**src/rtl/hbg_pkg.sv**
```systemverilog
package hbg_pkg;

  // Request for one leg of a bridge
  typedef enum logic [1:0] {
    LEG_OFF  = 2'd0,
    LEG_HIGH = 2'd1,
    LEG_LOW  = 2'd2
  } leg_req_e;

  typedef struct packed {
    leg_req_e out1;
    leg_req_e out2;
  } bridge_req_t;

  // Direction inputs plus chopping override -> per-leg request
  function automatic bridge_req_t decode_bridge(logic a, logic b, logic chop);
    bridge_req_t r;
    unique case ({a, b})
      2'b00:   begin r.out1 = LEG_OFF;  r.out2 = LEG_OFF;  end
      2'b10:   begin r.out1 = LEG_HIGH; r.out2 = LEG_LOW;  end
      2'b01:   begin r.out1 = LEG_LOW;  r.out2 = LEG_HIGH; end
      default: begin r.out1 = LEG_LOW;  r.out2 = LEG_LOW;  end
    endcase
    // chopping only acts on a driving bridge; it becomes brake
    if (chop && (a ^ b)) begin
      r.out1 = LEG_LOW;
      r.out2 = LEG_LOW;
    end
    return r;
  endfunction

  // Width of a down-counter that must hold n-1
  function automatic int gap_width(int n);
    return (n > 1) ? $clog2(n) : 1;
  endfunction

endpackage

```
**src/rtl/hbg_bridge_decode.sv**
```systemverilog
module hbg_bridge_decode
  import hbg_pkg::*;
(
  input  logic     in1,
  input  logic     in2,
  input  logic     chop,
  input  logic     sleep_n,
  input  logic     fault_off,
  output leg_req_e req_out1,
  output leg_req_e req_out2,
  output logic     kill
);

  bridge_req_t dec;

  always_comb begin
    dec      = decode_bridge(in1, in2, chop);
    req_out1 = dec.out1;
    req_out2 = dec.out2;
    kill     = !sleep_n || fault_off;
  end

endmodule

```
**src/rtl/hbg_leg_timer.sv**
```systemverilog
module hbg_leg_timer
  import hbg_pkg::*;
#(
  parameter int DEAD_CYCLES = 75
)(
  input  logic     clk,
  input  logic     rst_n,
  input  leg_req_e req,
  input  logic     kill,
  output logic     hs_en,
  output logic     ls_en
);

  localparam int CW = gap_width(DEAD_CYCLES);
  localparam logic [CW-1:0] RELOAD = CW'(DEAD_CYCLES - 1);

  leg_req_e      state_q, state_n;
  logic [CW-1:0] cnt_q, cnt_n;

  // named events
  logic leg_on, want_off, turn_off_evt, turn_on_evt, gap_done;

  always_comb begin
    leg_on       = (state_q != LEG_OFF);
    want_off     = kill || (req == LEG_OFF);
    gap_done     = (cnt_q == '0);
    turn_off_evt = leg_on && (want_off || (req != state_q));
    turn_on_evt  = !leg_on && !want_off && gap_done;

    state_n = state_q;
    if (turn_off_evt)     state_n = LEG_OFF;
    else if (turn_on_evt) state_n = req;

    cnt_n = cnt_q;
    if (turn_off_evt)   cnt_n = RELOAD;
    else if (!gap_done) cnt_n = cnt_q - 1'b1;
  end

  always_ff @(posedge clk or negedge rst_n) begin
    if (!rst_n) begin
      state_q <= LEG_OFF;
      cnt_q   <= '0;
    end else begin
      state_q <= state_n;
      cnt_q   <= cnt_n;
    end
  end

  assign hs_en = (state_q == LEG_HIGH);
  assign ls_en = (state_q == LEG_LOW);

endmodule

```
**src/rtl/hbridge_gate_ctrl.sv**
```systemverilog
module hbridge_gate_ctrl
  import hbg_pkg::*;
#(
  parameter int NUM_BRIDGES = 2,
  parameter int DEAD_CYCLES = 75   // 300 ns at 250 MHz; must be >= 1
)(
  input  logic                     clk,
  input  logic                     rst_n,
  input  logic                     sleep_n,
  input  logic [NUM_BRIDGES-1:0]   in1,
  input  logic [NUM_BRIDGES-1:0]   in2,
  input  logic [NUM_BRIDGES-1:0]   chop_req,
  input  logic [NUM_BRIDGES-1:0]   fault_off,
  output logic [2*NUM_BRIDGES-1:0] hs_en,
  output logic [2*NUM_BRIDGES-1:0] ls_en
);

  localparam int NUM_LEGS = 2 * NUM_BRIDGES;

  leg_req_e             leg_req [NUM_LEGS];
  logic [NUM_BRIDGES-1:0] bridge_kill;

  for (genvar b = 0; b < NUM_BRIDGES; b++) begin : g_bridge
    hbg_bridge_decode u_dec (
      .in1       (in1[b]),
      .in2       (in2[b]),
      .chop      (chop_req[b]),
      .sleep_n   (sleep_n),
      .fault_off (fault_off[b]),
      .req_out1  (leg_req[2*b]),
      .req_out2  (leg_req[2*b+1]),
      .kill      (bridge_kill[b])
    );

    for (genvar s = 0; s < 2; s++) begin : g_leg
      hbg_leg_timer #(.DEAD_CYCLES(DEAD_CYCLES)) u_leg (
        .clk   (clk),
        .rst_n (rst_n),
        .req   (leg_req[2*b+s]),
        .kill  (bridge_kill[b]),
        .hs_en (hs_en[2*b+s]),
        .ls_en (ls_en[2*b+s])
      );
    end
  end

endmodule

```
**config.mk**
```make
export PLATFORM = sky130hd
export DESIGN_NAME = hbridge_gate_ctrl
export DESIGN_NICKNAME = d
export VERILOG_FILES = /design/src/rtl/hbg_pkg.sv /design/src/rtl/hbg_bridge_decode.sv /design/src/rtl/hbg_leg_timer.sv /design/src/rtl/hbridge_gate_ctrl.sv
export SDC_FILE = /design/constraint.sdc
export NUM_CORES = 1
export LEC_CHECK = 0
export ABC_AREA = 1
export BUFFER_PORTS_ARGS = -buffer_cell sky130_fd_sc_hd__buf_4
export CORE_MARGIN = 3
export CORE_UTILIZATION = 55
export CTS_BUF_LIST = sky130_fd_sc_hd__clkbuf_4
export CTS_CLUSTER_SIZE = 16
export DETAILED_ROUTE_END_ITERATION = 7
export GPL_TIMING_DRIVEN = 0
export PLACE_DENSITY = 0.76
export SYNTH_ARGS = -nofsm -noshare
export SYNTH_HDL_FRONTEND = slang
export SYNTH_SLANG_ARGS = --single-unit
```
**constraint.sdc**
```tcl
create_clock -name clk -period 1.7 [get_ports clk]
set_input_delay 0 -clock clk [delete_from_list [all_inputs] [get_ports clk]]
set_output_delay 0 -clock clk [all_outputs]
set_load 0.05 [all_outputs]
```
==> results of run 1 <==
## registers in the layout (all words and copies together) (netlist names)
name / flops
g_bridge.g_leg.u_leg.cnt_q: 28
g_bridge.g_leg.u_leg.state_q: 8
## power groups by stage
| stage | logic [W] | clock network [W] | registers [W] |
|---|---|---|---|
| final | 0.00197 | 0.000474 | 0.00155 |
| after global routing | 0.00227 | 0.000531 | 0.00160 |
| after CTS | 0.00199 | 0.000490 | 0.00155 |
| after detailed placement | 0.00198 | 0 | 0.00156 |
| after global placement | 0.00191 | 0 | 0.00155 |
| after floorplan | 0.00165 | 0 | 0.00149 |
## layout make-up
| class | instances | area, um^2 | area share |
|---|---|---|---|
| Clock buffer | 7 | 52.6 | 0.0177 |
| Buffer | 8 | 60.1 | 0.0202 |
| Timing Repair Buffer | 19 | 145 | 0.0489 |
| Tap cell | 65 | 81.3 | 0.0274 |
| Sequential cell | 36 | 901 | 0.304 |
| Multi-Input combinational cell | 231 | 1450 | 0.487 |
| Clock inverter | 1 | 3.75 | 0.00126 |
| Inverter | 73 | 278 | 0.0936 |
## worst max path at each step
stage / startpoint / endpoint / slack [ns] / depth (start not counted)
after CTS: g_bridge[0].g_leg[0].u_leg.cnt_q[0]$_DFFE_PN0P_ / g_bridge[0].g_leg[0].u_leg.state_q[0]$_DFFE_PN0P_ / 0.24 / 10
after global routing: g_bridge[1].g_leg[0].u_leg.cnt_q[0]$_DFFE_PN0P_ / g_bridge[1].g_leg[0].u_leg.state_q[0]$_DFFE_PN0P_ / 0.12 / 10
after global placement: g_bridge[0].g_leg[0].u_leg.cnt_q[0]$_DFFE_PN0P_ / g_bridge[0].g_leg[0].u_leg.cnt_q[2]$_DFFE_PN0P_ / 0.27 / 8
after floorplan: g_bridge[0].g_leg[0].u_leg.cnt_q[0]$_DFFE_PN0P_ / g_bridge[0].g_leg[0].u_leg.cnt_q[2]$_DFFE_PN0P_ / 0.39 / 8
after detailed placement: g_bridge[0].g_leg[0].u_leg.cnt_q[0]$_DFFE_PN0P_ / g_bridge[0].g_leg[0].u_leg.state_q[0]$_DFFE_PN0P_ / 0.26 / 10
final: g_bridge[0].g_leg[0].u_leg.cnt_q[0]$_DFFE_PN0P_ / g_bridge[0].g_leg[0].u_leg.state_q[0]$_DFFE_PN0P_ / 0.24 / 10
## placed cells by master, fill, tap and decap left out
cell,count
nand2_4,2
nor2_2,17
nor2_4,8
nor2_1,39
or2_2,5
buf_4,26
nand3_4,4
nand4_1,20
nand2_2,7
inv_4,1
nand2_1,58
dlygate4sd3_1,1
nor3_2,1
o21bai_4,2
inv_2,6
o21ai_0,5
dfrtp_1,36
clkinv_2,1
ha_1,18
o21ai_1,5
nor3_1,3
xnor2_1,1
nand3_2,6
nand3_1,20
nand3b_1,1
inv_1,65
xor2_1,9
clkbuf_4,7
clkinv_1,1
## routing by layer
metal,GRT usage,routed length (um),share of wire
met5,0,0,0
met2,0.318,2290,0.49
met3,0.0488,175,0.037
met4,0.0621,73,0.016
met1,0.216,2160,0.46
## stage by stage
| step | hold WS [ns] | total power [W] | cells | utilization |
|---|---|---|---|---|
| 6_report | 0.125 | 0.00399 | 440 | 0.655 |
| 4_1_cts | 0.113 | 0.00403 | 440 | 0.655 |
| 3_3_place_gp | -0.0128 | 0.00346 | 431 | 0.640 |
| 2_1_floorplan | -0.296 | 0.00314 | 348 | - |
| 5_1_grt | 0.156 | 0.00440 | 440 | 0.655 |
| 3_5_place_dp | -0.0112 | 0.00354 | 431 | 0.640 |
## repair_timing
item / 4_1_cts / 5_1_grt
hold buffers: 1 / 0
setup endpoints to repair: 0 / 0
endpoints found under the hold margin: 36 / 0
## cell families (layout without fill, tap and decap cells)
group	Yosys count	after routing
xor+xnor	10	10
flops	36	36
fa+ha+maj	18	18
compound gates	12	12
simple gates	191	191
buf+inv	81	108
## tightest hold or removal path, delay by kind of cell
kind,cells,cell delay (ns)
buffers and inverters,4,0.23
and+or+nand+nor,4,0.20
==> results_dict.tcl, run 1 <==
set metrics [dict create \
    cp-start-kind "flip-flop" \
    skew_ns 0.00872 \
    ant_nets 0 \
    power_density_nw_per_um2 1340 \
    worst-endpoint-arrival_ns 1.74 \
    internal-power_w 0.00219 \
    relSlewSlack 0.688 \
    port_buffers 18 \
    syn-cell-area_um2 2690 \
    yosys.area_share.simple 0.390 \
    slowest_stage "dfrtp_1" \
    netlist_top_cells_area "dfrtp_1 (34%), inv_1 (9.1%), ha_1 (8.4%)" \
    hpwl_um 3620 \
    reg2reg_depth 10 \
    cp_max_fo 8 \
    switching_share 0.451 \
    synth_compound_area_frac 0.0326 \
    wl_um 4700 \
    synthTopCellsByCount "inv_1 (65), nand2_1 (58), nor2_1 (39), dfrtp_1 (36)" \
    period_share 0.857 \
    cts_max_level 2 \
    hold_end "g_bridge[0].g_leg[1].u_leg.state_q[0]$_DFFE_PN0P_" \
    grt_pass1_wl_um 8110 \
    fill_cells 389 \
    grt_use_total 0.183 \
    synth_enable_flop_cells 0 \
    hold_viol 0 \
    die_area_um2 5760 \
    grt_start_max_net_pins 37 \
    final_nets 403 \
    clk_latency_ns 0.34 \
    rsz0062_at_grt "no" \
    min_path_cells 8 \
    maxSlewViolCount 0 \
    regToRegSetupSlack_ns 0.24 \
    route.detailed.drc 0 \
    peakVddDrop_v 0.000707 \
    status "finished clean" \
    ys_seq_elements 36 \
    synth_area_leader_cell "dfrtp_1" \
    synth_adder_area_share 0.0839 \
    p_sw_w 0.00180 \
    seqPwrFrac 0.387 \
    holdCritPathClass "input port to flip-flop" \
    fin_tns_setup_ns 0 \
    die-height_um 75.9 \
    drive_above_1_share 0.248 \
    ctsResizeCount 0 \
    power_frac_comb 0.494 \
    slowest_delay_ns 0.39 \
    drv_cap 0 \
    cts-root-buf "clkbuf_4" \
    ctsLongestPathBuffers 2 \
    syn_nets 377 \
    synth_cell_types 26 \
    fmax_ghz 0.686 \
    dr_total_vias 2129 \
    cp.required_ns 1.98 \
    hold_start "chop_req[0]" \
    crit_chain "inv_1 > ha_1 > inv_1 > nor2_1 > nand3_4 > inv_2 > nand4_1 > nand2_1 > nand2_1 > inv_1" \
    drtIter0Drc 82 \
    cts_tree "built" \
    diodes 0 \
    wl_per_cell_um 10.7 \
    synth_ff_type "dfrtp_1" \
    synth_top_family_by_area "simple AND/OR/NAND/NOR gates" \
    setup_violations 0 \
    end_kind "flip-flop" \
    yosysMostFrequentCell "inv_1" \
    synth-async-reset-ratio 1.00 \
    yosysWarnings 0 \
    grt_pass1_vias 1997 \
    cp_num_buf_inv 4 \
    coreArea_um2 4530 \
    antenna_found_initial 0 \
    syn_area_per_cell_um2 7.72 \
    worst_pin_slew_ns 0.467 \
    clkPwrFrac 0.119 \
    io_pins 19 \
    place_ws_ns 0.256 \
    fp-row-count 24 \
    design_area_um2 2970 \
    path_clk_slew_ns 0.11 \
    muxShareOfSynthArea 0 \
    synth_xor_area_frac 0.0326 \
    timing.rr.end "g_bridge[0].g_leg[0].u_leg.state_q[0]$_DFFE_PN0P_" \
    grt_overflow 0 \
    postSynthCellCount 348 \
    syn2layout_area_growth_pct 10.5 \
    synth_top_area_frac 0.336 \
    worstReg2RegStart "g_bridge[0].g_leg[0].u_leg.cnt_q[0]$_DFFE_PN0P_" \
    crit_family "simple AND/OR/NAND/NOR gates" \
    cts_num_sinks 36 \
    fin_ws_ns 0.243 \
    leakage_nw 1.63 \
    numCtsBuffers 5 \
    crit_type "flip-flop to flip-flop" \
    cts_setup_buffers 0 \
    vias_per_cell 4.84 \
    first_pass_iters 4 \
    dpl_cell_area_um2 2900 \
    initial_core_util 0.592 \
    die_w_um 75.9 \
    crit_top_cell "inv_1" \
    finalCriticalPeriod_ns 1.46 \
    gp_congestion 0.896 \
    ys_seq_area_frac 0.336 \
]
(Power assumes the default switching activity.)
==> run 2: changes to the inputs <==
Settings changed: ABC_AREA 1 to 0, SYNTH_HIERARCHICAL from default to 1.
==> results_dict.tcl, run 2 <==
set metrics [dict create \
    synthTopCellsByCount "dfrtp_1 (36), inv_1 (20), o21ai_0 (16)" \
    grtUsageMet3 0.0399 \
    grt_pass1_wl_um 8790 \
    timing.rr.end "g_bridge[0].g_leg[0].u_leg/state_q[1]$_DFFE_PN0P_" \
    leakage_nw 1.42 \
    coreArea_um2 4140 \
    fp-row-count 23 \
    finalPower_w 0.00441 \
    yosysWarnings 6 \
    relSlewSlack 0.601 \
    endpoint "g_bridge[0].g_leg[0].u_leg/state_q[1]$_DFFE_PN0P_" \
    muxShareOfSynthArea 0 \
    ys_seq_elements 36 \
    hold_viol 0 \
    synth_enable_flop_cells 0 \
    period_share 1.05 \
    busiest_layer "met2" \
    syn-cell-area_um2 2460 \
    worst_pin_slew_ns 0.597 \
    synth_area_leader_cell "dfrtp_1" \
    io_pins 19 \
    vias_per_cell 5.96 \
    worst-endpoint-arrival_ns 2.05 \
    die-height_um 72.8 \
    grt_use_total 0.205 \
    hpwl_um 3320 \
    diodes 0 \
    final_common_cell "buf_4" \
    synth_compound_area_frac 0.242 \
    reg2reg_depth 6 \
    drv_cap 0 \
    drive_above_1_share 0.396 \
    maxSlewViolCount 0 \
    grt_pass1_vias 1985 \
    gr-usage-met1 0.272 \
    die_w_um 72.8 \
    regMostFlops "g_bridge.g_leg.u_leg/cnt_q" \
    fmax_ghz 0.561 \
    status "finished, violations left" \
    cts_tree "built" \
    ctsLongestPathBuffers 2 \
    worstReg2RegStart "g_bridge[0].g_leg[0].u_leg/cnt_q[1]$_DFFE_PN0P_" \
    grtUsageMet2 0.339 \
    top_regs "g_bridge.g_leg.u_leg/cnt_q (28), g_bridge.g_leg.u_leg/state_q (8)" \
    setup_violations 8 \
    cts_num_sinks 36 \
    syn_nets 279 \
    synth_xor_area_frac 0 \
    finalNonFillerCells 363 \
    end_kind "flip-flop" \
    syn2layout_area_growth_pct 24.9 \
    clk_latency_ns 0.33 \
    final_nets 333 \
    finalCriticalPeriod_ns 1.78 \
    final_cell_mix "buf_4 (48), dfrtp_1 (32), o21ai_0 (16), inv_1 (14)" \
    dp.cells 326 \
    violations "setup timing" \
    cp_max_fo 7 \
    synth_cell_types 34 \
    initial_core_util 0.593 \
    skew_ns 0.00893 \
    path_clk_slew_ns 0.11 \
    route.detailed.drc 0 \
    yosysMostFrequentCell "dfrtp_1" \
    die_area_um2 5310 \
    grt_overflow 0 \
    syn_area_per_cell_um2 9.52 \
    yosys.area_share.simple 0.285 \
    synth_adder_area_share 0.0509 \
    regToRegSetupSlack_ns -0.08 \
    synth-async-reset-ratio 1.00 \
    cp.required_ns 1.97 \
    crit_type "flip-flop to flip-flop" \
    largest_register_ffs 28 \
    fin_tns_setup_ns -0.298 \
    ant_nets 0 \
    synth_top_family_by_area "simple AND/OR/NAND/NOR gates" \
    fin_ws_ns -0.0834 \
    drtIter0Drc 165 \
    antenna_found_initial 0 \
    ys_seq_area_frac 0.367 \
    netlist_top_cells_area "dfrtp_1 (37%), ha_1 (5.1%), a22oi_1 (3.7%)" \
    wl_per_cell_um 14.4 \
    cts_max_level 2 \
    power_density_nw_per_um2 1440 \
    cp-start-kind "flip-flop" \
    gp_congestion 0.791 \
    dr_total_vias 2165 \
    numCtsBuffers 5 \
    synth_ff_type "dfrtp_1" \
    holdCritPathClass "input port to flip-flop" \
    cts-root-buf "clkbuf_4" \
    grt_start_max_net_pins 37 \
    port_buffers 18 \
    peakVddDrop_v 0.000807 \
    rsz0062_at_grt "yes" \
    crit_path_start "g_bridge[0].g_leg[0].u_leg/cnt_q[1]$_DFFE_PN0P_" \
    first_pass_iters 4 \
    postSynthCellCount 258 \
    synth_top_area_frac 0.367 \
    wl_um 5230 \
]
-- run 2: changes by cell type after synthesis, moves of 9 or more --
cell,change
nor2_1,-27
a22oi_1,+12
nand2_1,-54
nand3_1,-20
nand4_1,-20
nor2_2,-17
nand2b_1,+10
o21ai_0,+11
inv_1,-45
or3_1,+12
xor2_1,-9
-- run 2: repair_timing --
action	in CTS	in global routing
endpoints found under the setup margin	16	22
hold buffers	1	0
resized for setup	6	9
pin swaps	2	3
setup buffers	15	15
endpoints found under the hold margin	36	0
-- run 2: per-layer routing --
layer / up-vias / part of all wire
met3: 4 / 0.042
li1: 1063 / -
met1: 1060 / 0.46
met4: 0 / 0.0080
met2: 38 / 0.49
met5: - / 0
-- run 2: cell type report --
class	instances	area, um^2
clock buffer	7	52.6
timing repair buffer	49	370
inverter	20	75.1
clock inverter	1	3.75
sequential	36	906
fill	322	1070
multi-input combinational	194	1530
tap	50	62.6
buffer	6	72.6
-- run 2: logic make-up after synthesis --
| logic type | after synthesis |
|---|---|
| buffers and inverters | 28 |
| DFF | 36 |
| adders and majority gates | 10 |
| and+or+nand+nor | 104 |
| AOI/OAI and AO/OA | 80 |
-- run 2: how the worst min path moves through the flow --
| stage | startpoint | endpoint | slack, ns | cells past startpoint |
|---|---|---|---|---|
| 3_3_place_gp | rst_n | g_bridge[0].g_leg[1].u_leg/cnt_q[3]$_DFFE_PN0P_ | -0.01 | 1 |
| 5_1_grt | fault_off[1] | g_bridge[1].g_leg[1].u_leg/state_q[0]$_DFFE_PN0P_ | 0.13 | 4 |
| 3_5_place_dp | rst_n | g_bridge[0].g_leg[1].u_leg/cnt_q[3]$_DFFE_PN0P_ | -0.005 | 1 |
| 4_1_cts | chop_req[0] | g_bridge[0].g_leg[0].u_leg/state_q[0]$_DFFE_PN0P_ | 0.12 | 4 |
| 2_1_floorplan | rst_n | g_bridge[0].g_leg[0].u_leg/cnt_q[0]$_DFFE_PN0P_ | -0.30 | 0 |
| 6_report | fault_off[1] | g_bridge[1].g_leg[1].u_leg/state_q[0]$_DFFE_PN0P_ | 0.13 | 4 |
-- run 2: report_power, final --
| group | internal, W | switching [W] |
|---|---|---|
| registers | 0.00120 | 0.000247 |
| clock network | 0.000191 | 0.000278 |
| logic | 0.00140 | 0.00110 |
| total | 0.00279 | 0.00162 |
-- run 2: stage by stage --
step           instance area, um^2  setup slack [ns]  utilization  hold slack (ns)
5_1_grt                       3070            -0.140        0.741            0.126
6_report                      3070           -0.0834        0.741            0.131
3_3_place_gp                  2760            -0.205        0.666          -0.0105
2_1_floorplan                 2560           -0.0381            -           -0.296
3_5_place_dp                  2760            -0.217        0.666         -0.00510
4_1_cts                       2960           -0.0589        0.714            0.119
-- run 2: critical path: stages, from the launching register on --
cell	delay [ns]
dfrtp_1	0.40
inv_1	0.07
ha_2	0.17
or3b_1	0.35
clkbuf_8	0.16
or4_4	0.43
a21oi_2	0.13
==> run 3: changes to the inputs <==
Settings changed: CORE_UTILIZATION 55 to 40, PLACE_DENSITY 0.76 to 0.61.
Clock period 1.7 ns to 1.5 ns, I/O delays scaled along.
==> results_dict.tcl, run 3 (synthesized netlist as in run 2, its figures left out) <==
set metrics [dict create \
    coreArea_um2 5710 \
    cts_max_level 2 \
    ant_nets 0 \
    peakVddDrop_v 0.000871 \
    port_buffers 18 \
    largest_register_ffs 28 \
    cts-root-buf "clkbuf_4" \
    final_nets 344 \
    ctsLongestPathBuffers 2 \
    leakage_nw 1.50 \
    initial_core_util 0.430 \
    status "finished, violations left" \
    final_cell_mix "buf_4 (54), dfrtp_1 (35), inv_1 (13), nor2_1 (12), or3_4 (12)" \
    grt_pass1_wl_um 10500 \
    relSlewSlack 0.664 \
    vias_per_cell 5.60 \
    clk_latency_ns 0.35 \
    grt_pass1_vias 2263 \
    worst-endpoint-arrival_ns 2.07 \
    multi_input_area_um2 1630 \
    skew_ns 0.0126 \
    cp_max_fo 6 \
    syn2layout_area_growth_pct 35.0 \
    rsz0062_at_grt "yes" \
    maxSlewViolCount 0 \
    antenna_found_initial 0 \
    finalPower_w 0.00575 \
    drv_cap 0 \
    path_clk_slew_ns 0.13 \
    route.detailed.drc 0 \
    end_kind "flip-flop" \
    final_common_cell "buf_4" \
    design_area_um2 3320 \
    cts_num_sinks 36 \
    die-height_um 84.4 \
    hpwl_um 3560 \
    period_share 1.18 \
    fill_cells 484 \
    grt_overflow 0 \
    wl_per_cell_um 15.1 \
    fmax_ghz 0.563 \
    fin_ws_ns -0.276 \
    grt_use_total 0.177 \
    die_area_um2 7120 \
    gp_congestion 0.732 \
    place_ws_ns -0.427 \
    io_pins 19 \
    power_density_nw_per_um2 1730 \
    wl_met3_um 216 \
    fp-row-count 27 \
    cp-start-kind "flip-flop" \
    dpl_cell_area_um2 2800 \
    top_layer "met4" \
    dr_total_vias 2216 \
    crit_type "flip-flop to flip-flop" \
    post-route-util 0.581 \
    regArea_um2 902 \
    drtIter0Drc 58 \
    first_pass_iters 4 \
    hold_viol 0 \
    wl_um 6000 \
    top_regs "g_bridge.g_leg.u_leg/cnt_q (28), g_bridge.g_leg.u_leg/state_q (8)" \
    grt_start_max_net_pins 37 \
    setup_violations 28 \
    holdCritPathClass "input port to flip-flop" \
    met1_length_um 2890 \
    die_w_um 84.4 \
    numCtsBuffers 5 \
    cts_tree "built" \
    violations "setup timing" \
    drive_above_1_share 0.472 \
    wl_met2_um 2830 \
    diodes 0 \
    worst_pin_slew_ns 0.504 \
    cp.required_ns 1.79 \
    finalCriticalPeriod_ns 1.78 \
    regMostFlops "g_bridge.g_leg.u_leg/cnt_q" \
]
[run 3: path summary, 6_finish.rpt]
path	start	endpoint	slack, ns	cells after the start
worst min-delay path	chop_req[0]	g_bridge[0].g_leg[0].u_leg/state_q[0]$_DFFE_PN0P_	0.11	4
min in group asynchronous	rst_n	g_bridge[0].g_leg[1].u_leg/cnt_q[4]$_DFFE_PN0P_	0.13	2
worst min register to register	g_bridge[1].g_leg[1].u_leg/cnt_q[6]$_DFFE_PN0P_	g_bridge[1].g_leg[1].u_leg/cnt_q[6]$_DFFE_PN0P_	0.56	1
worst max register to register	g_bridge[1].g_leg[0].u_leg/cnt_q[0]$_DFFE_PN0P_	g_bridge[1].g_leg[0].u_leg/state_q[1]$_DFFE_PN0P_	-0.28	5
worst max-delay path	g_bridge[1].g_leg[0].u_leg/cnt_q[0]$_DFFE_PN0P_	g_bridge[1].g_leg[0].u_leg/state_q[1]$_DFFE_PN0P_	-0.28	5
max in group asynchronous	rst_n	g_bridge[0].g_leg[0].u_leg/cnt_q[2]$_DFFE_PN0P_	0.97	2
[run 3: report_power, final]
part	internal, W	leakage (nW)	switching, W	total (W)
clock	0.000368	0.0456	0.000361	0.000729
combinational	0.00191	1.00	0.00149	0.00340
sequential	0.00136	0.454	0.000274	0.00163
[run 3: critical path, cell delays in order (launching register included)]
cell	delay, ns
dfrtp_1	0.41
inv_1	0.07
ha_2	0.17
or3b_4	0.41
or4_4	0.52
a21oi_2	0.14
[run 3: what timing repair did]
item / in CTS / in global routing
gates resized for setup: 27 / 23
buffers inserted: 31 / 12
pin swaps: 20 / 23
hold buffers: 1 / 0
cloned: 3 / 0
endpoints found under the hold margin: 36 / 0
endpoints found under the setup margin: 36 / 34
[run 3: routing by layer]
layer  global-route usage  vias to the layer above
li1                     -                     1084
met1                0.239                     1087
met2                0.290                       39
met3               0.0304                        6
met4               0.0532                        0
met5                    0                        -
[run 3: per-stage QoR]
stage	hold slack, ns	std cells	TNS [ns]
finish	0.115	396	-4.01
global route	0.101	396	-5.76
CTS	0.105	391	-4.18
detailed placement	0.00278	348	-11.07
global placement	0.00293	348	-10.84
floorplan	-0.296	258	-3.82
[run 3: layout make-up]
cell class,instances,share of cell area
multi-input cells,194,0.491
flip-flops and latches,36,0.272
repair buffers,62,0.143
inverters,20,0.0271
well taps,72,0.0271
plain buffers,4,0.0155
clock buffers,6,0.0136
clock inverters,2,0.0106
